### config.mk
export PLATFORM = sky130hd
export DESIGN_NAME = isc_source_bank
export DESIGN_NICKNAME = d
export VERILOG_FILES = /design/src/rtl/isc_pkg.sv /design/src/rtl/isc_src_cell.sv /design/src/rtl/isc_resend_scan.sv /design/src/rtl/isc_pick.sv /design/src/rtl/isc_source_bank.sv
export SDC_FILE = /design/constraint.sdc
export NUM_CORES = 1
export LEC_CHECK = 0
export ABC_AREA = 1
export BUFFER_PORTS_ARGS = -buffer_cell sky130_fd_sc_hd__buf_2
export CORE_MARGIN = 2
export CORE_UTILIZATION = 60
export CTS_BUF_LIST = sky130_fd_sc_hd__clkbuf_8
export DETAILED_ROUTE_END_ITERATION = 12
export MAX_ROUTING_LAYER = met4
export PLACE_DENSITY = 0.91
export SYNTH_ARGS = -nofsm -noshare
export SYNTH_HDL_FRONTEND = slang
export SYNTH_SLANG_ARGS = --single-unit
### constraint.sdc
create_clock -name clk -period 1.8 [get_ports clk]
set_input_delay 0.18 -clock clk [delete_from_list [all_inputs] [get_ports clk]]
set_output_delay 0.18 -clock clk [all_outputs]
set_load 0.1 [all_outputs]
### src/rtl/isc_pkg.sv
package isc_pkg;

    typedef struct packed {
        logic asserted;   // level: last sampled line value
        logic sent;       // level: delivered, waiting for completion
        logic rejected;   // message: refused by the presenter
        logic mpend;      // message: triggered while masked
        logic req;        // waiting for the delivery port
    } src_flags_t;

    localparam src_flags_t FLAGS_CLEAR = '0;

endpackage

### src/rtl/isc_src_cell.sv
module isc_src_cell
    import isc_pkg::*;
#(
    parameter bit IS_LEVEL = 1'b0,
    parameter int SRV_W    = 8,
    parameter int PRIO_W   = 8
) (
    input  logic              clk,
    input  logic              rst_n,
    input  logic              line,
    input  logic              cfg_hit,
    input  logic [SRV_W-1:0]  cfg_server,
    input  logic [PRIO_W-1:0] cfg_prio,
    input  logic              rej_hit,
    input  logic              eoi_hit,
    input  logic              scan_hit,
    input  logic              grant,
    output logic              req,
    output logic [SRV_W-1:0]  server,
    output logic [PRIO_W-1:0] prio
);

    localparam logic [PRIO_W-1:0] MASKED = '1;

    typedef struct packed {
        logic [SRV_W-1:0]  server;
        logic [PRIO_W-1:0] prio;
        src_flags_t        fl;
    } cell_t;

    cell_t q, d;
    logic  eval;

    always_comb begin
        d    = q;
        eval = 1'b0;

        if (grant) begin
            d.fl.req = 1'b0;
        end

        // completion side
        if (IS_LEVEL) begin
            if (rej_hit || eoi_hit) begin
                d.fl.sent = 1'b0;
            end
        end else if (rej_hit) begin
            d.fl.rejected = 1'b1;
        end

        // configuration
        if (cfg_hit) begin
            d.server = cfg_server;
            d.prio   = cfg_prio;
            if (IS_LEVEL) begin
                eval = 1'b1;
            end else if (d.fl.mpend && (cfg_prio != MASKED)) begin
                d.fl.mpend = 1'b0;
                d.fl.req   = 1'b1;
            end
        end

        // input line or pulse
        if (IS_LEVEL) begin
            if (line != q.fl.asserted) begin
                d.fl.asserted = line;
                eval          = 1'b1;
            end
        end else if (line) begin
            if (d.prio == MASKED) begin
                d.fl.mpend = 1'b1;
            end else begin
                d.fl.req = 1'b1;
            end
        end

        // resend visit
        if (scan_hit) begin
            if (IS_LEVEL) begin
                eval = 1'b1;
            end else if (d.fl.rejected) begin
                d.fl.rejected = 1'b0;
                if (d.prio != MASKED) begin
                    d.fl.req = 1'b1;
                end
            end
        end

        // level delivery rule
        if (IS_LEVEL && eval && (d.prio != MASKED) && d.fl.asserted && !d.fl.sent) begin
            d.fl.sent = 1'b1;
            d.fl.req  = 1'b1;
        end

        // a waiting request whose source became masked is withdrawn
        if (d.fl.req && (d.prio == MASKED)) begin
            d.fl.req = 1'b0;
            if (IS_LEVEL) begin
                d.fl.sent = 1'b0;
            end else begin
                d.fl.mpend = 1'b1;
            end
        end
    end

    always_ff @(posedge clk) begin
        if (!rst_n) begin
            q.server <= '0;
            q.prio   <= MASKED;
            q.fl     <= FLAGS_CLEAR;
        end else begin
            q <= d;
        end
    end

    assign req    = q.fl.req;
    assign server = q.server;
    assign prio   = q.prio;

endmodule

### src/rtl/isc_resend_scan.sv
module isc_resend_scan #(
    parameter int NUM_SRC = 8,
    localparam int IDX_W  = (NUM_SRC > 1) ? $clog2(NUM_SRC) : 1
) (
    input  logic               clk,
    input  logic               rst_n,
    input  logic               start,
    output logic [NUM_SRC-1:0] visit
);

    typedef struct packed {
        logic             active;
        logic [IDX_W-1:0] ptr;
    } scan_t;

    scan_t q, d;

    always_comb begin
        d     = q;
        visit = '0;
        if (q.active) begin
            visit[q.ptr] = 1'b1;
            if (q.ptr == IDX_W'(NUM_SRC - 1)) begin
                d.active = 1'b0;
                d.ptr    = '0;
            end else begin
                d.ptr = q.ptr + 1'b1;
            end
        end else if (start) begin
            d.active = 1'b1;
            d.ptr    = '0;
        end
    end

    always_ff @(posedge clk) begin
        if (!rst_n) begin
            q <= '0;
        end else begin
            q <= d;
        end
    end

endmodule

### src/rtl/isc_pick.sv
module isc_pick #(
    parameter int NUM_SRC = 8,
    localparam int IDX_W  = (NUM_SRC > 1) ? $clog2(NUM_SRC) : 1
) (
    input  logic [NUM_SRC-1:0] req,
    input  logic               en,
    output logic               any,
    output logic [IDX_W-1:0]   idx,
    output logic [NUM_SRC-1:0] grant
);

    always_comb begin
        any = 1'b0;
        idx = '0;
        for (int i = NUM_SRC - 1; i >= 0; i--) begin
            if (req[i]) begin
                any = 1'b1;
                idx = IDX_W'(i);
            end
        end
        grant = '0;
        if (en && any) begin
            grant[idx] = 1'b1;
        end
    end

endmodule

### src/rtl/isc_source_bank.sv
module isc_source_bank #(
    parameter int                 NUM_SRC    = 8,
    parameter int                 SRV_W      = 8,
    parameter int                 PRIO_W     = 8,
    parameter int                 NUM_W      = 24,
    parameter int                 BASE       = 'h1000,
    parameter logic [NUM_SRC-1:0] LEVEL_MASK = 8'hF0,
    localparam int                IDX_W      = (NUM_SRC > 1) ? $clog2(NUM_SRC) : 1
) (
    input  logic               clk,
    input  logic               rst_n,
    input  logic [NUM_SRC-1:0] src_in,
    input  logic               cfg_we,
    input  logic [IDX_W-1:0]   cfg_idx,
    input  logic [SRV_W-1:0]   cfg_server,
    input  logic [PRIO_W-1:0]  cfg_prio,
    input  logic               rej_valid,
    input  logic [NUM_W-1:0]   rej_num,
    input  logic               eoi_valid,
    input  logic [NUM_W-1:0]   eoi_num,
    input  logic               resend_req,
    output logic               dlv_valid,
    input  logic               dlv_ready,
    output logic [SRV_W-1:0]   dlv_server,
    output logic [NUM_W-1:0]   dlv_num,
    output logic [PRIO_W-1:0]  dlv_prio
);

    localparam logic [NUM_W-1:0] BASE_N = NUM_W'(BASE);
    localparam logic [NUM_W-1:0] SPAN_N = NUM_W'(NUM_SRC);

    typedef struct packed {
        logic              valid;
        logic [SRV_W-1:0]  server;
        logic [NUM_W-1:0]  num;
        logic [PRIO_W-1:0] prio;
    } dlv_t;

    dlv_t out_q, out_d;

    logic [NUM_SRC-1:0] cfg_hit, rej_hit, eoi_hit, visit, req, grant;
    logic [SRV_W-1:0]   srv_arr  [NUM_SRC];
    logic [PRIO_W-1:0]  prio_arr [NUM_SRC];
    logic [NUM_W-1:0]   rej_off, eoi_off;
    logic               rej_in, eoi_in, load, any;
    logic [IDX_W-1:0]   pick_idx;

    // global number to local index
    assign rej_off = rej_num - BASE_N;
    assign eoi_off = eoi_num - BASE_N;
    assign rej_in  = rej_valid && (rej_num >= BASE_N) && (rej_off < SPAN_N);
    assign eoi_in  = eoi_valid && (eoi_num >= BASE_N) && (eoi_off < SPAN_N);

    isc_resend_scan #(.NUM_SRC(NUM_SRC)) u_scan (
        .clk   (clk),
        .rst_n (rst_n),
        .start (resend_req),
        .visit (visit)
    );

    for (genvar g = 0; g < NUM_SRC; g++) begin : g_src
        assign cfg_hit[g] = cfg_we && (cfg_idx == IDX_W'(g));
        assign rej_hit[g] = rej_in && (rej_off == NUM_W'(g));
        assign eoi_hit[g] = eoi_in && (eoi_off == NUM_W'(g));

        isc_src_cell #(
            .IS_LEVEL (LEVEL_MASK[g]),
            .SRV_W    (SRV_W),
            .PRIO_W   (PRIO_W)
        ) u_cell (
            .clk        (clk),
            .rst_n      (rst_n),
            .line       (src_in[g]),
            .cfg_hit    (cfg_hit[g]),
            .cfg_server (cfg_server),
            .cfg_prio   (cfg_prio),
            .rej_hit    (rej_hit[g]),
            .eoi_hit    (eoi_hit[g]),
            .scan_hit   (visit[g]),
            .grant      (grant[g]),
            .req        (req[g]),
            .server     (srv_arr[g]),
            .prio       (prio_arr[g])
        );
    end

    assign load = !out_q.valid || dlv_ready;

    isc_pick #(.NUM_SRC(NUM_SRC)) u_pick (
        .req   (req),
        .en    (load),
        .any   (any),
        .idx   (pick_idx),
        .grant (grant)
    );

    always_comb begin
        out_d = out_q;
        if (load) begin
            out_d.valid = any;
            if (any) begin
                out_d.server = srv_arr[pick_idx];
                out_d.num    = BASE_N + NUM_W'(pick_idx);
                out_d.prio   = prio_arr[pick_idx];
            end
        end
    end

    always_ff @(posedge clk) begin
        if (!rst_n) begin
            out_q <= '0;
        end else begin
            out_q <= out_d;
        end
    end

    assign dlv_valid  = out_q.valid;
    assign dlv_server = out_q.server;
    assign dlv_num    = out_q.num;
    assign dlv_prio   = out_q.prio;

endmodule

======== After elaboration in Yosys (flattened, before gate mapping) ========
Cells that the tools add are included.
storage, ports and cells
  bits of input ports ..................... 82
  register bits ........................... 197
  word-level logic and storage cells ...... 294
operators by class
  add/subtract/negate cells ............... 4
  muxes and demuxes ....................... 116
  bitwise gates (word level) .............. 2
  equal/unequal tests ..................... 40
  reductions and logical operators ........ 77
  magnitude comparators ................... 9
operators by type and width
  cell                                                                      number
  24-bit by 3-bit == test with 1-bit output (second input constant)         8
  8-bit two-way mux                                                         14
  8-bit != test (second input constant)                                     9
  1-bit two-way mux                                                         71
  8-bit == test (second input constant)                                     8
  1-bit logical AND                                                         51
  8-bit binary-select mux with 3-bit select                                 2
  24-bit by 2-bit == test with 1-bit output (second input constant)         2
  24-bit by 13-bit >= comparator with 1-bit output (second input constant)  2
  24-bit by 4-bit < comparator with 1-bit output (second input constant)    2
  24-bit by 13-bit subtractor with 24-bit output (second input constant)    2
  2-bit two-way mux                                                         16
  3-bit two-way mux                                                         9
  24-bit by 1-bit == test with 1-bit output (second input constant)         1
  24-bit logical NOT                                                        1
  2-bit OR reduction                                                        12
  3-bit == test (second input constant)                                     5
  13-bit by 3-bit adder with 14-bit output (first input constant)           1
  3-bit by 4-bit < comparator with 1-bit output (second input constant)     2
  4-bit two-way mux                                                         2
  1-bit demux with 3-bit select                                             2
  3-bit by 2-bit == test with 1-bit output (second input constant)          2
  3-bit by 1-bit >= comparator with 1-bit output (second input constant)    2
  1-bit logical NOT                                                         5
  other kinds (10)                                                          17

======== Depth between registers and ports, before layout ========
  depth in word-level cells ............... 23
  mapped depth ............................ 14
  depth with buffers taken out ............ 14

======== By module ========
Synthesis repeated with hierarchy kept, for this count alone.
second synthesis, totals
  cell total of the unflattened synthesis .. 1579
  area total of the unflattened synthesis .. 10495.1 um^2
modules (own cells, without submodules)
  module                              times used  seq. area each (um^2)  cells an instance  area each (um^2)
  isc_src_cell (g_src[0].u_cell ...)  4           380.4                  128                934.6
  isc_src_cell (g_src[4].u_cell ...)  4           380.4                  122                923.4
  isc_source_bank                     1           420.4                  503                2640.0
  isc_resend_scan                     1           80.1                   35                 229.0
  isc_pick                            1           0.0                    41                 193.9

======== Worst setup path before layout ========
Ideal clock, no wire load.
  path kind ............................... register to register
  start ................................... register out_q (netlist bit dlv_valid)
  end ..................................... register out_q (netlist bit dlv_num[1])
  cell stages (with the launch flop) ...... 8
  path buffers ............................ 2
  path slack .............................. -0.035 ns
  setup time .............................. 0.132 ns
  data arrival time ....................... 1.703 ns
  period minus slack after synthesis ...... 1.835 ns
  data required time ...................... 1.668 ns
  cell sequence ........................... dfxtp_1 inv_1 nor2_1 a21oi_2 buf_2 buf_2 nor2_1 a211oi_1
on the way
  cells in the longest elaborated chain, start to end .. 3
RTL lines
  what                           RTL line                text
  start: declaration             isc_source_bank.sv:39   dlv_t out_q, out_d;
  start signal: assignment       isc_source_bank.sv:113  out_q <= out_d;
  1-bit logical NOT              isc_source_bank.sv:87   assign load = !out_q.valid || dlv_ready;
  1-bit logical OR               isc_source_bank.sv:87
  2-bit AND reduction (no line)  --
Every way passes these cells.
A chain may end at the register's enable or synchronous reset.

======== Final worst setup path ========
  start ................................... register g_src[1].u_cell.q (netlist bit g_src[1].u_cell.req)
  end ..................................... register g_src[0].u_cell.q (netlist bit g_src[0].u_cell.req)
on the way
  cells in the longest elaborated chain, start to end .. 17
  elaborated cells on any way between the ends .. 21
  classes of those cells .................. 2 x order compare; 15 x mux; 4 x reduce/logical
RTL lines
  what                                                                                                                                          RTL line            text
  start: declaration                                                                                                                            isc_src_cell.sv:31  cell_t q, d;
  3-bit two-way mux (2 in series)                                                                                                               isc_pick.sv:16      if (req[i]) begin
  3-bit by 4-bit < comparator with 1-bit output (implied by the code) / 3-bit by 1-bit >= comparator with 1-bit output (equally long branches)  isc_pick.sv:23      grant[idx] = 1'b1;
  1-bit logical AND (implied by the code)                                                                                                       isc_pick.sv:23
  1-bit two-way mux (implied by the code)                                                                                                       isc_pick.sv:23
  1-bit demux with 3-bit select                                                                                                                 --
  8-bit two-way mux *                                                                                                                           isc_pick.sv:22      if (en && any) begin
  1-bit two-way mux *                                                                                                                           isc_src_cell.sv:38  if (grant) begin
  2-bit two-way mux                                                                                                                             isc_src_cell.sv:57  end else if (d.fl.mpend && (cfg_prio != MASKED)) begin
  2-bit two-way mux *                                                                                                                           isc_src_cell.sv:52  if (cfg_hit) begin
  1-bit two-way mux                                                                                                                             isc_src_cell.sv:70  if (d.prio == MASKED) begin
  2-bit two-way mux *                                                                                                                           isc_src_cell.sv:69  end else if (line) begin
  1-bit two-way mux                                                                                                                             isc_src_cell.sv:83  if (d.prio != MASKED) begin
  1-bit two-way mux                                                                                                                             isc_src_cell.sv:81  end else if (d.fl.rejected) begin
  1-bit two-way mux *                                                                                                                           isc_src_cell.sv:78  if (scan_hit) begin
  1-bit logical AND                                                                                                                             isc_src_cell.sv:96  if (d.fl.req && (d.prio == MASKED)) begin
  2-bit OR reduction (no line)                                                                                                                  --
  end: declaration                                                                                                                              isc_src_cell.sv:31
Every way passes the cells marked *; elsewhere a longest branch is shown, timed or not.

==> results.md <==
- Cells on worst reg2reg path: 11
- Pleak: 4.86 nW
- DR iter-0 viols: 1192
- Pin count of the biggest net entering global routing: 64
- Seq/Total Area, Yosys: 40.9%
- Inserted Clock Buffers: 17
- NetSw: 0.00520 W
- Post-synthesis register bit count: 177
- Num rows: 43
- CP startpoint kind: register
- F_max: 0.539 GHz
- Tot Pwr: 0.0121 W
- # DRC: 0
- Clock Latency Late Sink: 0.51 ns
- Final min period: 1.86 ns
- H-tree depth: 4
- Root Buffer: clkbuf_8
- GRT overflow: 0
- Nets: 1506
- Die H: 124 um
- FF-to-FF Start: g_src[1].u_cell.req$_SDFF_PP0_
- Failing checks: negative setup slack
- Remaining antenna violation count: 0
- Post-synth top area cell: dfxtp_1
- CP startpoint: g_src[1].u_cell.req$_SDFF_PP0_
- Synth top area cells: dfxtp_1 41%, nand2_1 12%, o21ai_0 10%, inv_1 6.5%, nor2_1 6.2%
- WL per Instance: 16.2 um
- Cell count after synthesis: 1287
- Final Slew Violations: 0
- Post-synth cell types: 38
- Vias in the first global route: 8049
- Number of max-cap violations: 0
- Hold Path Depth: 3
- Tot GR Track Use: 33.7%
- Core region area: 14000 um^2
- Final wirelength: 26.1 mm
- Layout Skew: 0.0185 ns
- Clk sinks: 177
- GPL Wtd Cong: 0.951
- Max rail drop VDD: 0.000622 V
- Asr flop ratio synth: 0%
- Detailed placement HPWL: 17.1 mm
- Sequential share of power: 36.6%
- Setup CP Type: reg -> reg
- Area share of the largest cell type after synthesis: 40.9%
- Starting density of the core: 62.0%
- Footprint of the multi-input gates: 4310 um^2
- Worst-path maximum fanout: 6
- DRT Pass-1 Iters: 9
- Critical path arrival: 2.28 ns
- Final period util: 103%
- Finished Layout Cells: 1607
- Mapped Area: 8670 um^2
- Worst hold path type: in -> reg
- Number of I/O pins: 123
- Switch share: 42.9%
- IO Port Bufs: 102
- Int Pwr: 0.00691 W
- Run status: finished, violations left
- Hold path endpoint: g_src[1].u_cell.prio[4]$_SDFF_PN1_
- Final Hold Fails: 0
- Total number of vias: 9208
- Clock share of power: 23.7%
- Reg-to-Reg End: g_src[0].u_cell.req$_SDFF_PP0_
- Share of cells above drive strength 1: 19.9%
- YS warnings: 0
- Die footprint: 15400 um^2
- Die X: 124 um
- Most frequent cells in the layout: 282 x nand2_1, 171 x o21ai_0, 171 x dfxtp_1, 146 x inv_1, 140 x nor2_1
- RSZ-0062 raised after global routing: true
- Number of synthesized flops with an enable pin: 0
- # diodes: 0
- CTS tree: done
- Avg Inst Size Synth: 6.73 um^2
- Hold Startpoint: cfg_prio[4]
- Area Growth Syn to Fin: 17.8%
- Sequential cell area: 3550 um^2
- Global-route wire length before repair: 38.7 mm
- Longest Clk Path Bufs: 2
- Pwr dens: 1190 nW/um^2
- Placed cells: 1562
- Clock Pin Slew Worst Setup and Hold Paths: 0.10 ns
- Critical Path RT: 2.22 ns
- Ys flop type: dfxtp_1
- Fill count: 1030
- Fin worst setup slack: -0.0569 ns
- DR vias/cell: 5.73
- Flop2flop setup slack: -0.06 ns
- Antenna violations before repair: 0
- Most common cell after layout, fill and taps aside: nand2_1
- Combinational power share: 39.7%
- Crit end category: register
- # setup viols final: 2
[Yosys cell counts, types with 2 or more instances]
cell type  number
o211ai_1        5
buf_6           3
o21a_1          2
inv_2           4
o22ai_1        19
nor4_1          2
nand2_2         8
and2_1          2
a22o_1          4
nand4_1        11
o21bai_1        2
nor2_4          2
clkbuf_1       29
a21oi_1        80
nand3_1        40
nand2_1       288
o21ai_0       177
nor2_2          3
or2_2          40
dfxtp_1       177
nor2_1        144
buf_2          17
nor3_1         32
buf_4          23
a211oi_1        3
inv_1         149
ha_1           10
[metrics by stage]
stage               area, um^2  TNS [ns]  util, %  setup slack (ns)  hold slack, ns
floorplan                 8740         0        -             0.192           0.315
global placement          9510    -0.338     68.0           -0.0721           0.433
detailed placement        9510    -0.618     68.0            -0.119           0.440
CTS                       9990  -0.00196     71.4          -0.00196         0.00836
global route             10200    -0.922     73.0            -0.108          0.0633
finish                   10200   -0.0664     73.0           -0.0569          0.0292
[layer usage]
metal / up-vias / part of all wire [%] / track usage, % / routed length (um)
met2: 628 / 45 / 52.9 / 11800
met5: - / 0 / - / 0
met3: 139 / 13 / 8.52 / 3330
met4: 0 / 4.6 / 15.2 / 1200
li1: 4356 / - / - / -
met1: 4085 / 37 / 41.1 / 9770
[registers in the layout, summed over array words and instances, names as in the netlist]
register	count
dlv_num	4
dlv_prio	8
dlv_server	8
dlv_valid	1
g_src.u_cell.prio	64
g_src.u_cell.q	16
g_src.u_cell.req	8
g_src.u_cell.server	64
u_scan.q	4
[worst max-delay path, cell delays in order, from the launching register on]
cell and delay (ns):
dfxtp_1 0.41, nor2_2 0.07, buf_4 0.14, nand2_1 0.11, nand2_2 0.09, inv_4 0.11
buf_12 0.14, nand2_1 0.12, nand2_2 0.12, a21oi_2 0.07, or2_1 0.23, a21oi_1 0.16
[repair_timing]
action | 4_1_cts | 5_1_grt
hold buffers | 7 | 0
cloned | 0 | 2
buffers inserted | 0 | 4
setup endpoints to repair | 2 | 27
resized for setup | 2 | 48
endpoints found under the hold margin | 9 | 0
pin swaps | 1 | 6
[power by group through the flow]
stage / registers, W / logic [W] / clock network [W]
after floorplan: 0.00564 / 0.00184 / 0
after global placement: 0.00449 / 0.00417 / 0
after detailed placement: 0.00449 / 0.00424 / 0
after CTS: 0.00440 / 0.00429 / 0.00287
after global routing: 0.00446 / 0.00507 / 0.00301
final: 0.00442 / 0.00481 / 0.00287
[final cells by class]
| class | instances | area share, % |
|---|---|---|
| Timing Repair Buffer | 163 | 11.0 |
| Clock buffer | 19 | 2.56 |
| Sequential cell | 177 | 34.8 |
| Multi-Input combinational cell | 901 | 42.2 |
| Inverter | 154 | 5.68 |
| Tap cell | 180 | 2.21 |
| Clock inverter | 13 | 1.47 |
[logic make-up after synthesis]
kind of cell             share of synthesized area (%)
AND/OR/NAND/NOR                                   28.2
buffers and inverters                             11.5
AO/OA/AOI/OAI                                     18.0
adder cells (fa/ha/maj)                           1.44
flip-flops                                        40.9
other                                           0.0433
[how the worst max path moves through the flow]
stage,endpoint,slack [ns],cells after the start
global route,g_src[2].u_cell.req$_SDFF_PP0_,-0.11,13
finish,g_src[0].u_cell.req$_SDFF_PP0_,-0.06,11
floorplan,dlv_prio[5]$_SDFFE_PN0P_,0.19,8
CTS,g_src[1].u_cell.req$_SDFF_PP0_,-0.002,11
global placement,g_src[5].u_cell.q[3]$_SDFF_PP0_,-0.07,11
detailed placement,g_src[5].u_cell.req$_SDFF_PP0_,-0.12,11
Power figures use the tool's default switching activity.
